**src/rtl/wcc_pkg.sv**
```systemverilog
// Shared types for the self-timed write sequencer.
package wcc_pkg;
    typedef enum logic [2:0] {
        PH_IDLE,   // waiting for a request
        PH_SETUP,  // fixed delay before the busy window
        PH_ERASE,  // word forced to all ones
        PH_PROG,   // word loaded with the new value
        PH_DONE    // window over, waiting for deselect
    } phase_t;
endpackage

```
**src/rtl/wcc_timer.sv**
```systemverilog
// Down-counter for phase lengths.
// Assumes: load_val is the phase length minus one; zero marks the last cycle.
module wcc_timer #(
    parameter int CNT_W = 8
) (
    input  logic             clk,
    input  logic             rst_n,
    input  logic             load,
    input  logic [CNT_W-1:0] load_val,
    output logic             zero
);
    logic [CNT_W-1:0] cnt_q;

    assign zero = (cnt_q == '0);

    // Load a new phase length or count down to zero and hold there.
    always_ff @(posedge clk) begin
        if (!rst_n)
            cnt_q <= '0;
        else if (load)
            cnt_q <= load_val;
        else if (!zero)
            cnt_q <= cnt_q - 1'b1;
    end
endmodule

```
**src/rtl/wcc_sequencer.sv**
```systemverilog
// Phase sequencer: setup delay, erase, program, done.
// It issues one-cycle array writes at phase boundaries and on abort.
// Assumes: wr_req is a single-cycle pulse; wc is synchronous to clk.
module wcc_sequencer
    import wcc_pkg::*;
#(
    parameter int                ADDR_W    = 9,
    parameter int                DATA_W    = 16,
    parameter int                SETUP_CYC = 4,
    parameter int                ERASE_CYC = 8,
    parameter int                PROG_CYC  = 8,
    parameter logic [DATA_W-1:0] CORRUPT   = 16'hDEAD,
    parameter int                CNT_W     = 4
) (
    input  logic              clk,
    input  logic              rst_n,
    input  logic              wr_req,
    input  logic [ADDR_W-1:0] wr_addr,
    input  logic [DATA_W-1:0] wr_data,
    input  logic              wc,
    input  logic              sel_n,
    input  logic              tmr_zero,
    output logic              tmr_load,
    output logic [CNT_W-1:0]  tmr_val,
    output logic              ready,
    output logic              seq_active,
    output logic              mem_we,
    output logic [ADDR_W-1:0] mem_addr,
    output logic [DATA_W-1:0] mem_wdata
);
    localparam logic [CNT_W-1:0] SETUP_LD = CNT_W'(SETUP_CYC - 1);
    localparam logic [CNT_W-1:0] ERASE_LD = CNT_W'(ERASE_CYC - 1);
    localparam logic [CNT_W-1:0] PROG_LD  = CNT_W'(PROG_CYC - 1);

    phase_t            phase_q;
    logic [ADDR_W-1:0] addr_q;
    logic [DATA_W-1:0] data_q;
    logic [DATA_W-1:0] wdata_q;
    logic              we_q;

    // Select the timer reload on each phase change.
    always_comb begin
        tmr_load = 1'b0;
        tmr_val  = '0;
        case (phase_q)
            PH_IDLE:  if (wr_req)             begin tmr_load = 1'b1; tmr_val = SETUP_LD; end
            PH_SETUP: if (!wc && tmr_zero)    begin tmr_load = 1'b1; tmr_val = ERASE_LD; end
            PH_ERASE: if (!wc && tmr_zero)    begin tmr_load = 1'b1; tmr_val = PROG_LD;  end
            default:  ;
        endcase
    end

    // Advance phases, latch the request and issue array writes.
    always_ff @(posedge clk) begin
        if (!rst_n) begin
            phase_q <= PH_IDLE;
            addr_q  <= '0;
            data_q  <= '0;
            wdata_q <= '0;
            we_q    <= 1'b0;
        end else begin
            we_q <= 1'b0;
            case (phase_q)
                PH_IDLE: begin
                    if (wr_req) begin
                        addr_q  <= wr_addr;
                        data_q  <= wr_data;
                        phase_q <= PH_SETUP;
                    end
                end
                PH_SETUP: begin
                    if (wc) begin
                        phase_q <= PH_IDLE;
                    end else if (tmr_zero) begin
                        phase_q <= PH_ERASE;
                        we_q    <= 1'b1;
                        wdata_q <= '1;
                    end
                end
                PH_ERASE: begin
                    if (wc) begin
                        phase_q <= PH_IDLE;
                        we_q    <= 1'b1;
                        wdata_q <= CORRUPT;
                    end else if (tmr_zero) begin
                        phase_q <= PH_PROG;
                        we_q    <= 1'b1;
                        wdata_q <= data_q;
                    end
                end
                PH_PROG: begin
                    if (wc) begin
                        phase_q <= PH_IDLE;
                        we_q    <= 1'b1;
                        wdata_q <= CORRUPT;
                    end else if (tmr_zero) begin
                        phase_q <= PH_DONE;
                    end
                end
                PH_DONE: begin
                    if (sel_n)
                        phase_q <= PH_IDLE;
                end
                default: phase_q <= PH_IDLE;
            endcase
        end
    end

    assign ready      = !((phase_q == PH_ERASE) || (phase_q == PH_PROG));
    assign seq_active = (phase_q != PH_IDLE);
    assign mem_we     = we_q;
    assign mem_addr   = addr_q;
    assign mem_wdata  = wdata_q;
endmodule

```
**src/rtl/wcc_status_mux.sv**
```systemverilog
// Routes ready/busy onto the serial output after a select fall with the clock low.
// Assumes: sel_n and sclk_lvl are already synchronised to clk.
module wcc_status_mux (
    input  logic clk,
    input  logic rst_n,
    input  logic sel_n,
    input  logic sclk_lvl,
    input  logic seq_active,
    input  logic ready,
    input  logic cmd_do,
    input  logic cmd_do_oe,
    output logic dout,
    output logic dout_oe
);
    logic sel_q;
    logic status_q;

    // Track select and enter or leave status mode.
    always_ff @(posedge clk) begin
        if (!rst_n) begin
            sel_q    <= 1'b1;
            status_q <= 1'b0;
        end else begin
            sel_q <= sel_n;
            if (sel_n)
                status_q <= 1'b0;
            else if (sel_q && !sclk_lvl && seq_active)
                status_q <= 1'b1;
        end
    end

    assign dout    = status_q ? ready : cmd_do;
    assign dout_oe = status_q | cmd_do_oe;
endmodule

```
**src/rtl/write_cycle_ctrl.sv**
```systemverilog
// Top of the self-timed write sequencer: timer, phase sequencer, status mux.
// Assumes: all inputs synchronous to clk; wr_req comes as a one-cycle pulse.
module write_cycle_ctrl
    import wcc_pkg::*;
#(
    parameter int                ADDR_W    = 9,
    parameter int                DATA_W    = 16,
    parameter int                SETUP_CYC = 4,
    parameter int                ERASE_CYC = 250000,
    parameter int                PROG_CYC  = 250000,
    parameter logic [DATA_W-1:0] CORRUPT   = 16'hDEAD
) (
    input  logic              clk,
    input  logic              rst_n,
    input  logic              wr_req,
    input  logic [ADDR_W-1:0] wr_addr,
    input  logic [DATA_W-1:0] wr_data,
    input  logic              wc,
    input  logic              sel_n,
    input  logic              sclk_lvl,
    input  logic              cmd_do,
    input  logic              cmd_do_oe,
    output logic              ready,
    output logic              dout,
    output logic              dout_oe,
    output logic              mem_we,
    output logic [ADDR_W-1:0] mem_addr,
    output logic [DATA_W-1:0] mem_wdata
);
    localparam int MAX_EP = (ERASE_CYC > PROG_CYC) ? ERASE_CYC : PROG_CYC;
    localparam int MAX_C  = (MAX_EP > SETUP_CYC) ? MAX_EP : SETUP_CYC;
    localparam int CNT_W  = $clog2(MAX_C + 1);

    logic             tmr_load;
    logic [CNT_W-1:0] tmr_val;
    logic             tmr_zero;
    logic             seq_active;

    wcc_timer #(.CNT_W(CNT_W)) u_timer (
        .clk      (clk),
        .rst_n    (rst_n),
        .load     (tmr_load),
        .load_val (tmr_val),
        .zero     (tmr_zero)
    );

    wcc_sequencer #(
        .ADDR_W    (ADDR_W),
        .DATA_W    (DATA_W),
        .SETUP_CYC (SETUP_CYC),
        .ERASE_CYC (ERASE_CYC),
        .PROG_CYC  (PROG_CYC),
        .CORRUPT   (CORRUPT),
        .CNT_W     (CNT_W)
    ) u_seq (
        .clk        (clk),
        .rst_n      (rst_n),
        .wr_req     (wr_req),
        .wr_addr    (wr_addr),
        .wr_data    (wr_data),
        .wc         (wc),
        .sel_n      (sel_n),
        .tmr_zero   (tmr_zero),
        .tmr_load   (tmr_load),
        .tmr_val    (tmr_val),
        .ready      (ready),
        .seq_active (seq_active),
        .mem_we     (mem_we),
        .mem_addr   (mem_addr),
        .mem_wdata  (mem_wdata)
    );

    wcc_status_mux u_status (
        .clk        (clk),
        .rst_n      (rst_n),
        .sel_n      (sel_n),
        .sclk_lvl   (sclk_lvl),
        .seq_active (seq_active),
        .ready      (ready),
        .cmd_do     (cmd_do),
        .cmd_do_oe  (cmd_do_oe),
        .dout       (dout),
        .dout_oe    (dout_oe)
    );
endmodule

```
**config.mk**
```make
export PLATFORM = sky130hd
export DESIGN_NAME = write_cycle_ctrl
export DESIGN_NICKNAME = d
export VERILOG_FILES = /design/src/rtl/wcc_pkg.sv /design/src/rtl/wcc_timer.sv /design/src/rtl/wcc_sequencer.sv /design/src/rtl/wcc_status_mux.sv /design/src/rtl/write_cycle_ctrl.sv
export SDC_FILE = /design/constraint.sdc
export NUM_CORES = 1
export LEC_CHECK = 0
export ABC_AREA = 0
export BUFFER_PORTS_ARGS = -buffer_cell sky130_fd_sc_hd__buf_2
export CAP_MARGIN = 5
export CORE_AREA = 2 2 91 71
export CTS_CLUSTER_DIAMETER = 80
export DETAILED_ROUTE_END_ITERATION = 10
export DIE_AREA = 0 0 93 73
export PLACE_DENSITY = 0.76
export SLEW_MARGIN = 20
export SYNTH_ARGS = -nofsm -noshare
export SYNTH_HDL_FRONTEND = slang
export SYNTH_HIERARCHICAL = 1
export SYNTH_SLANG_ARGS = --single-unit
export TNS_END_PERCENT = 20
```
**constraint.sdc**
```tcl
create_clock -name clk -period 3.7 [get_ports clk]
set_input_delay 0.74 -clock clk [delete_from_list [all_inputs] [get_ports clk]]
set_output_delay 0.74 -clock clk [all_outputs]
set_load 0.005 [all_outputs]
```
Yosys cells after proc, flatten, opt, wreduce, memory -nomap -nowiden
Cells that the tools add are included.

word-level totals
  input bits = 33
  register bits = 65
  word-level logic and storage cells = 69
  output and inout port bits = 29

cells by class
  bitwise gates (word level) = 2
  $add $sub $neg = 1
  muxes and demuxes = 29
  eq/ne operators = 13
  reduce and logical (&&, ||, !) cells = 16

operators by type and width
  kind                                                                      count
  16-bit 2-to-1 mux                                                         5
  18-bit 2-to-1 mux                                                         3
  16-bit case mux with 3 select lines                                       1
  18-bit case mux with 2 select lines                                       1
  3-bit 2-to-1 mux                                                          8
  18-bit logical NOT                                                        1
  18-bit by 1-bit subtractor with 18-bit output (second input constant)     1
  3-bit case mux with 5 select lines                                        1
  2-bit inequality test (second input constant)                             5
  5-bit AND reduction                                                       2
  3-bit by 2-bit inequality test with 1-bit output (second input constant)  3
  1-bit 2-to-1 mux                                                          7
  3-bit by 2-bit == test with 1-bit output (second input constant)          2
  3-bit nonzero test                                                        2
  2-bit OR reduction                                                        2
  3-bit by 1-bit == test with 1-bit output (second input constant)          1
  3-bit == test (second input constant)                                     1
  1-bit logical AND                                                         3
  1-bit logical NOT                                                         3
  3-bit logical NOT                                                         1
  1-bit case mux with 3 select lines                                        1
  2-bit 2-to-1 mux                                                          1
  2-bit by 1-bit inequality test with 1-bit output (second input constant)  1
  1-bit case mux with 2 select lines                                        1
  other kinds (4)                                                           4

Longest topological paths before layout
  depth in word-level cells = 5
  mapped depth = 12
  gate-level depth less buffers = 11

Hierarchy
The synthesis kept the hierarchy.

modules (own cells, without submodules)
  module          area an instance (µm²)  cells an instance  instances  seq. area each (µm²)
  wcc_sequencer   1970.6                  234                1          900.9
  wcc_timer       1012.2                  111                1          360.3
  wcc_status_mux  83.8                    8                  1          40.0

Worst setup path after synthesis
OpenSTA, ideal clock, no wires.

  path kind = register to register
  start point = register u_timer.cnt_q[0]
  end point = register u_timer.cnt_q[7]
  path buffers = 1
  setup slack = 0.324 ns
  clock period less this slack = 3.376 ns
  arrival = 3.309 ns
  required time = 3.633 ns
  library setup time = 0.067 ns
  cell stages (with the launch flop) = 13
  cell sequence = dfxtp_1 > inv_1 > ha_1 > nor3b_1 > nand4b_2 > nor3_4 > or3b_2 > a21oi_1 > nand2b_1 > and2_1 > clkbuf_1 > nand2_1 > o21ai_2

between the ends
  word-level cells in the longest chain between the ends = 5
  elaborated cells on any way between the ends = 10
  those cells by class = 1 x add/sub; 1 x eq/ne; 6 x mux; 2 x reduce/logical

RTL lines
  element                                                                             RTL line                                  RTL
  start, declared                                                                     wcc_timer.sv:12                           logic [CNT_W-1:0] cnt_q;
  start signal, assigned                                                              wcc_timer.sv:21                           cnt_q <= load_val;
  start signal, assigned                                                              wcc_timer.sv:23                           cnt_q <= cnt_q - 1'b1;
  18-bit logical NOT (*)                                                              wcc_timer.sv:14                           assign zero = (cnt_q == '0);
  named net tmr_zero                                                                  write_cycle_ctrl.sv:36                    logic tmr_zero;
  1-bit logical AND (*)                                                               wcc_sequencer.sv:47, wcc_sequencer.sv:48
  1-bit 2-to-1 mux (*)                                                                wcc_sequencer.sv:47, wcc_sequencer.sv:48
  1-bit case mux with 2 select lines (*)                                              wcc_sequencer.sv:45                       case (phase_q)
  named net tmr_load                                                                  write_cycle_ctrl.sv:34                    logic tmr_load;
  2-bit inequality test (no source line) / 18-bit 2-to-1 mux (equally long branches)  -

The timed path passes the listed nets; every way through them passes the cells marked *. The select of a mux whose other input is x is not followed.
A chain may end at the register's enable or synchronous reset.

Worst setup path in the final report
Same ends and word-level chain as after synthesis.

==> out/results.tsv <==
stage	metric	value	unit
final_layout	regArea	1300	um2
logic_synthesis	synth_mux_area_share	0.816	%
sta	report.final.slew_viol_count	0	
logic_synthesis	synth_ff_type	dfxtp_1	
global_route	grt-ovfl-total	0	
logic_synthesis	synth_commonest_cells	71 x nand2_1, 65 x dfxtp_1, 30 x a21oi_1, 21 x inv_1, 18 x buf_4	
clock_network	root_buffer	clkbuf_8	
worst_hold_path	whs_path_depth	2	
logic_synthesis	ys_ff_latch	65	
route	drc	0	
route	wl_per_cell	14.0	um
route	ant_nets	0	
sta	slew_headroom	46.2	%
placed_design	placed_area	3290	um2
sta	hold_viol_final	0	
clock_network	cts.repair.resized	0	
flow_run	cap_viol_max_count	0	
sta	rsz0062_at_grt	no	
final_layout	fin_nets	435	
floorplanning	die_h	73	um
global_route	grt_pass1_wl	11100	um
power_and_ir_drop	p_leak	1.43	nW
clock_network	cts_tree	built	
run_status	status	finished clean	
clock_network	clock_latency	0.35	ns
route	wl	6800	um
final_layout	fillers	549	
route	drtIter0Drc	153	
logic_synthesis	yosysTopAreaCell	dfxtp_1	
logic_synthesis	yosysMostFrequentCell	nand2_1	
sta	tns	0	ns
final_layout	synthToLayoutAreaGrowth	15.0	%
power_and_ir_drop	ir_worst_vdd	0.312	mV
route	routed_via_density	5.25	
final_layout	post_route_cells_drive_above_1_share	25.6	%
floorplanning	pin_count	62	
logic_synthesis	synth-edff-count	0	
critical_path	cp.arrival	3.54	ns
logic_synthesis	ys_types	54	
worst_hold_path	hp-class	flop to flop	
clock_network	postCtsSetupRepairBufs	0	
logic_synthesis	synth-adder-area-share	0.408	%
logic_synthesis	async_flop_share	0	%
clock_network	clock_path_buffers	2	
clock_network	h-tree-depth	3	
critical_path	rr_worst_depth	13	
power_and_ir_drop	cellPowerDensity	626	nW/um2
route	num_vias	2557	
sta	holdWs	0.452	ns
floorplanning	initial_core_util	51.1	%
clock_network	cts-hold-fix-buffers	0	
placed_design	port_buffers	61	
critical_path	worstPathRequired	3.98	ns
floorplanning	rows	25	
logic_synthesis	synth_area	3070	um2
final_layout	final_util	58.7	%
floorplanning	die_w	93	um
critical_path	end_kind	flop	
final_layout	num_antenna_cells	0	
placed_design	place.gp.congestion	0.837	
logic_synthesis	ys_seq_area_share	42.4	%
route	firstDrtPassIters	4	
logic_synthesis	synthTopCellsByArea	dfxtp_1 42%, nand2_1 8.7%, a21oi_1 4.9%	
logic_synthesis	synth_compound_area_share	16.5	%
logic_synthesis	synth_warnings	6	
clock_network	tritoncts.num_buffers	9	
critical_path	crit_path_start_kind	flop	
logic_synthesis	netlist_instances	353	
final_layout	stdcell_area	3530	um2
sta	final.setup_skew	0.0100	ns
logic_synthesis	synth.avg_cell_area	8.69	um2
global_route	grt_max_degree	31	
sta	setup_viol	0	
logic_synthesis	yosysTopAreaCellShare	42.4	%
sta	post-route-period-util	88.2	%
logic_synthesis	synth_top_family_by_area	simple AND/OR/NAND/NOR gates	
global_route	antenna_found_initial	0	
clock_network	clk_pin_slew_worst_paths	0.07	ns
final_layout	multi_input_area	1440	um2
placed_design	dpl.hpwl	4520	um
floorplanning	die-area	6790	um2
clock_network	numClockSinks	65	
global_route	grt_pass1_vias	2416	
floorplanning	core_area	6010	um2
sta	fmax	307	MHz
global_route	grt_usage	21.1	%
sta	worst_pin_slew	0.801	ns
logic_synthesis	synthXorXnorAreaFrac	4.57	%
critical_path	crit_path_max_fanout	13	
logic_synthesis	yosys.area_share.simple	23.7	%
sta	fin_crit	3.26	ns
critical_path	path_class	flop to flop	
## state kept, by name (all words and copies together) (netlist names)
| signal | cells |
|---|---|
| u_status/sel_q | 1 |
| u_timer/cnt_q | 18 |
| u_seq/phase_q | 3 |
| u_seq/mem_wdata | 16 |
| u_status/status_q | 1 |
| u_seq/mem_addr | 9 |
| u_seq/mem_we | 1 |
| u_seq/data_q | 16 |
## layer usage
| metal | vias to the layer above | wire [um] | GRT usage [%] |
|---|---|---|---|
| met5 | - | 0 | 0 |
| met4 | 0 | 70 | 6.21 |
| met3 | 8 | 570 | 8.16 |
| met2 | 95 | 3140 | 33.0 |
| met1 | 1174 | 3020 | 27.2 |
| li1 | 1280 | - | - |
## cell usage in the layout, fill, tap and decap left out, types with 2 or more instances in the layout
cell type / count
nor3_1: 12
nor4b_1: 2
a21oi_1: 30
a21o_1: 2
xor2_1: 9
clkbuf_1: 2
bufinv_16: 3
nor3b_1: 2
nand3b_1: 3
nor2b_1: 2
o21ai_0: 3
nand2b_1: 6
nand3_1: 4
a221oi_1: 5
o21ai_2: 10
xnor2_1: 7
inv_1: 21
buf_2: 61
nand2_1: 71
or3_1: 2
clkbuf_8: 9
and2_1: 4
nor4_1: 2
a311oi_1: 16
o31ai_1: 3
conb_1: 8
nor2_1: 7
buf_4: 8
dfxtp_1: 65
## power breakdown
part	leakage [nW]	switching [W]	internal (W)	total, W
Sequential	0.531	0.0000931	0.000791	0.000884
Combinational	0.782	0.000328	0.000273	0.000601
Clock	0.118	0.000274	0.000448	0.000722
## worst max-delay path, stage by stage, from the launching register on
cell,delay [ns]
dfxtp_1,0.36
inv_1,0.07
ha_1,0.21
nor3b_1,0.20
buf_4,0.16
nand4b_2,0.18
nor3_4,0.21
or3b_2,0.61
a21oi_1,0.17
buf_4,0.18
nand2b_1,0.18
and2_1,0.43
nand2_1,0.13
o21ai_2,0.08
## layout make-up
cell class                      count  area share, %
Clock buffer                       11           3.72
Clock inverter                      5           2.94
Timing Repair Buffer               69           10.4
Inverter                           22           2.34
Tap cell                           81           2.87
Multi-Input combinational cell    234           40.9
Sequential cell                    65           36.9
## worst paths after layout
path	startpoint	to	slack (ns)
worst min-delay path	u_seq/mem_addr[7]	u_seq/mem_addr[7]	0.45
worst max register to register	u_timer/cnt_q[0]	u_timer/cnt_q[7]	0.44
worst min register to register	u_seq/mem_addr[7]	u_seq/mem_addr[7]	0.45
worst max-delay path	u_timer/cnt_q[0]	u_timer/cnt_q[7]	0.44
## kinds of logic (layout without fill, tap and decap cells)
group                      count (synthesis)  after routing
AOI/OAI and AO/OA                         73             73
xor gates and xnor gates                  16             16
adders and majority gates                  1              1
buffers and inverters                     61            107
DFF                                       65             65
muxes                                      2              2
other                                      1              8
and+or+nand+nor                          134            134
## per-stage QoR
step | total power [W] | worst slack (ns) | cells
floorplan | 0.00135 | 0.324 | 360
global placement | 0.00147 | 0.586 | 471
detailed placement | 0.00149 | 0.499 | 471
CTS | 0.00222 | 0.451 | 487
global route | 0.00233 | 0.161 | 487
finish | 0.00221 | 0.438 | 487
No activity file was read; power rests on OpenSTA's default activity.
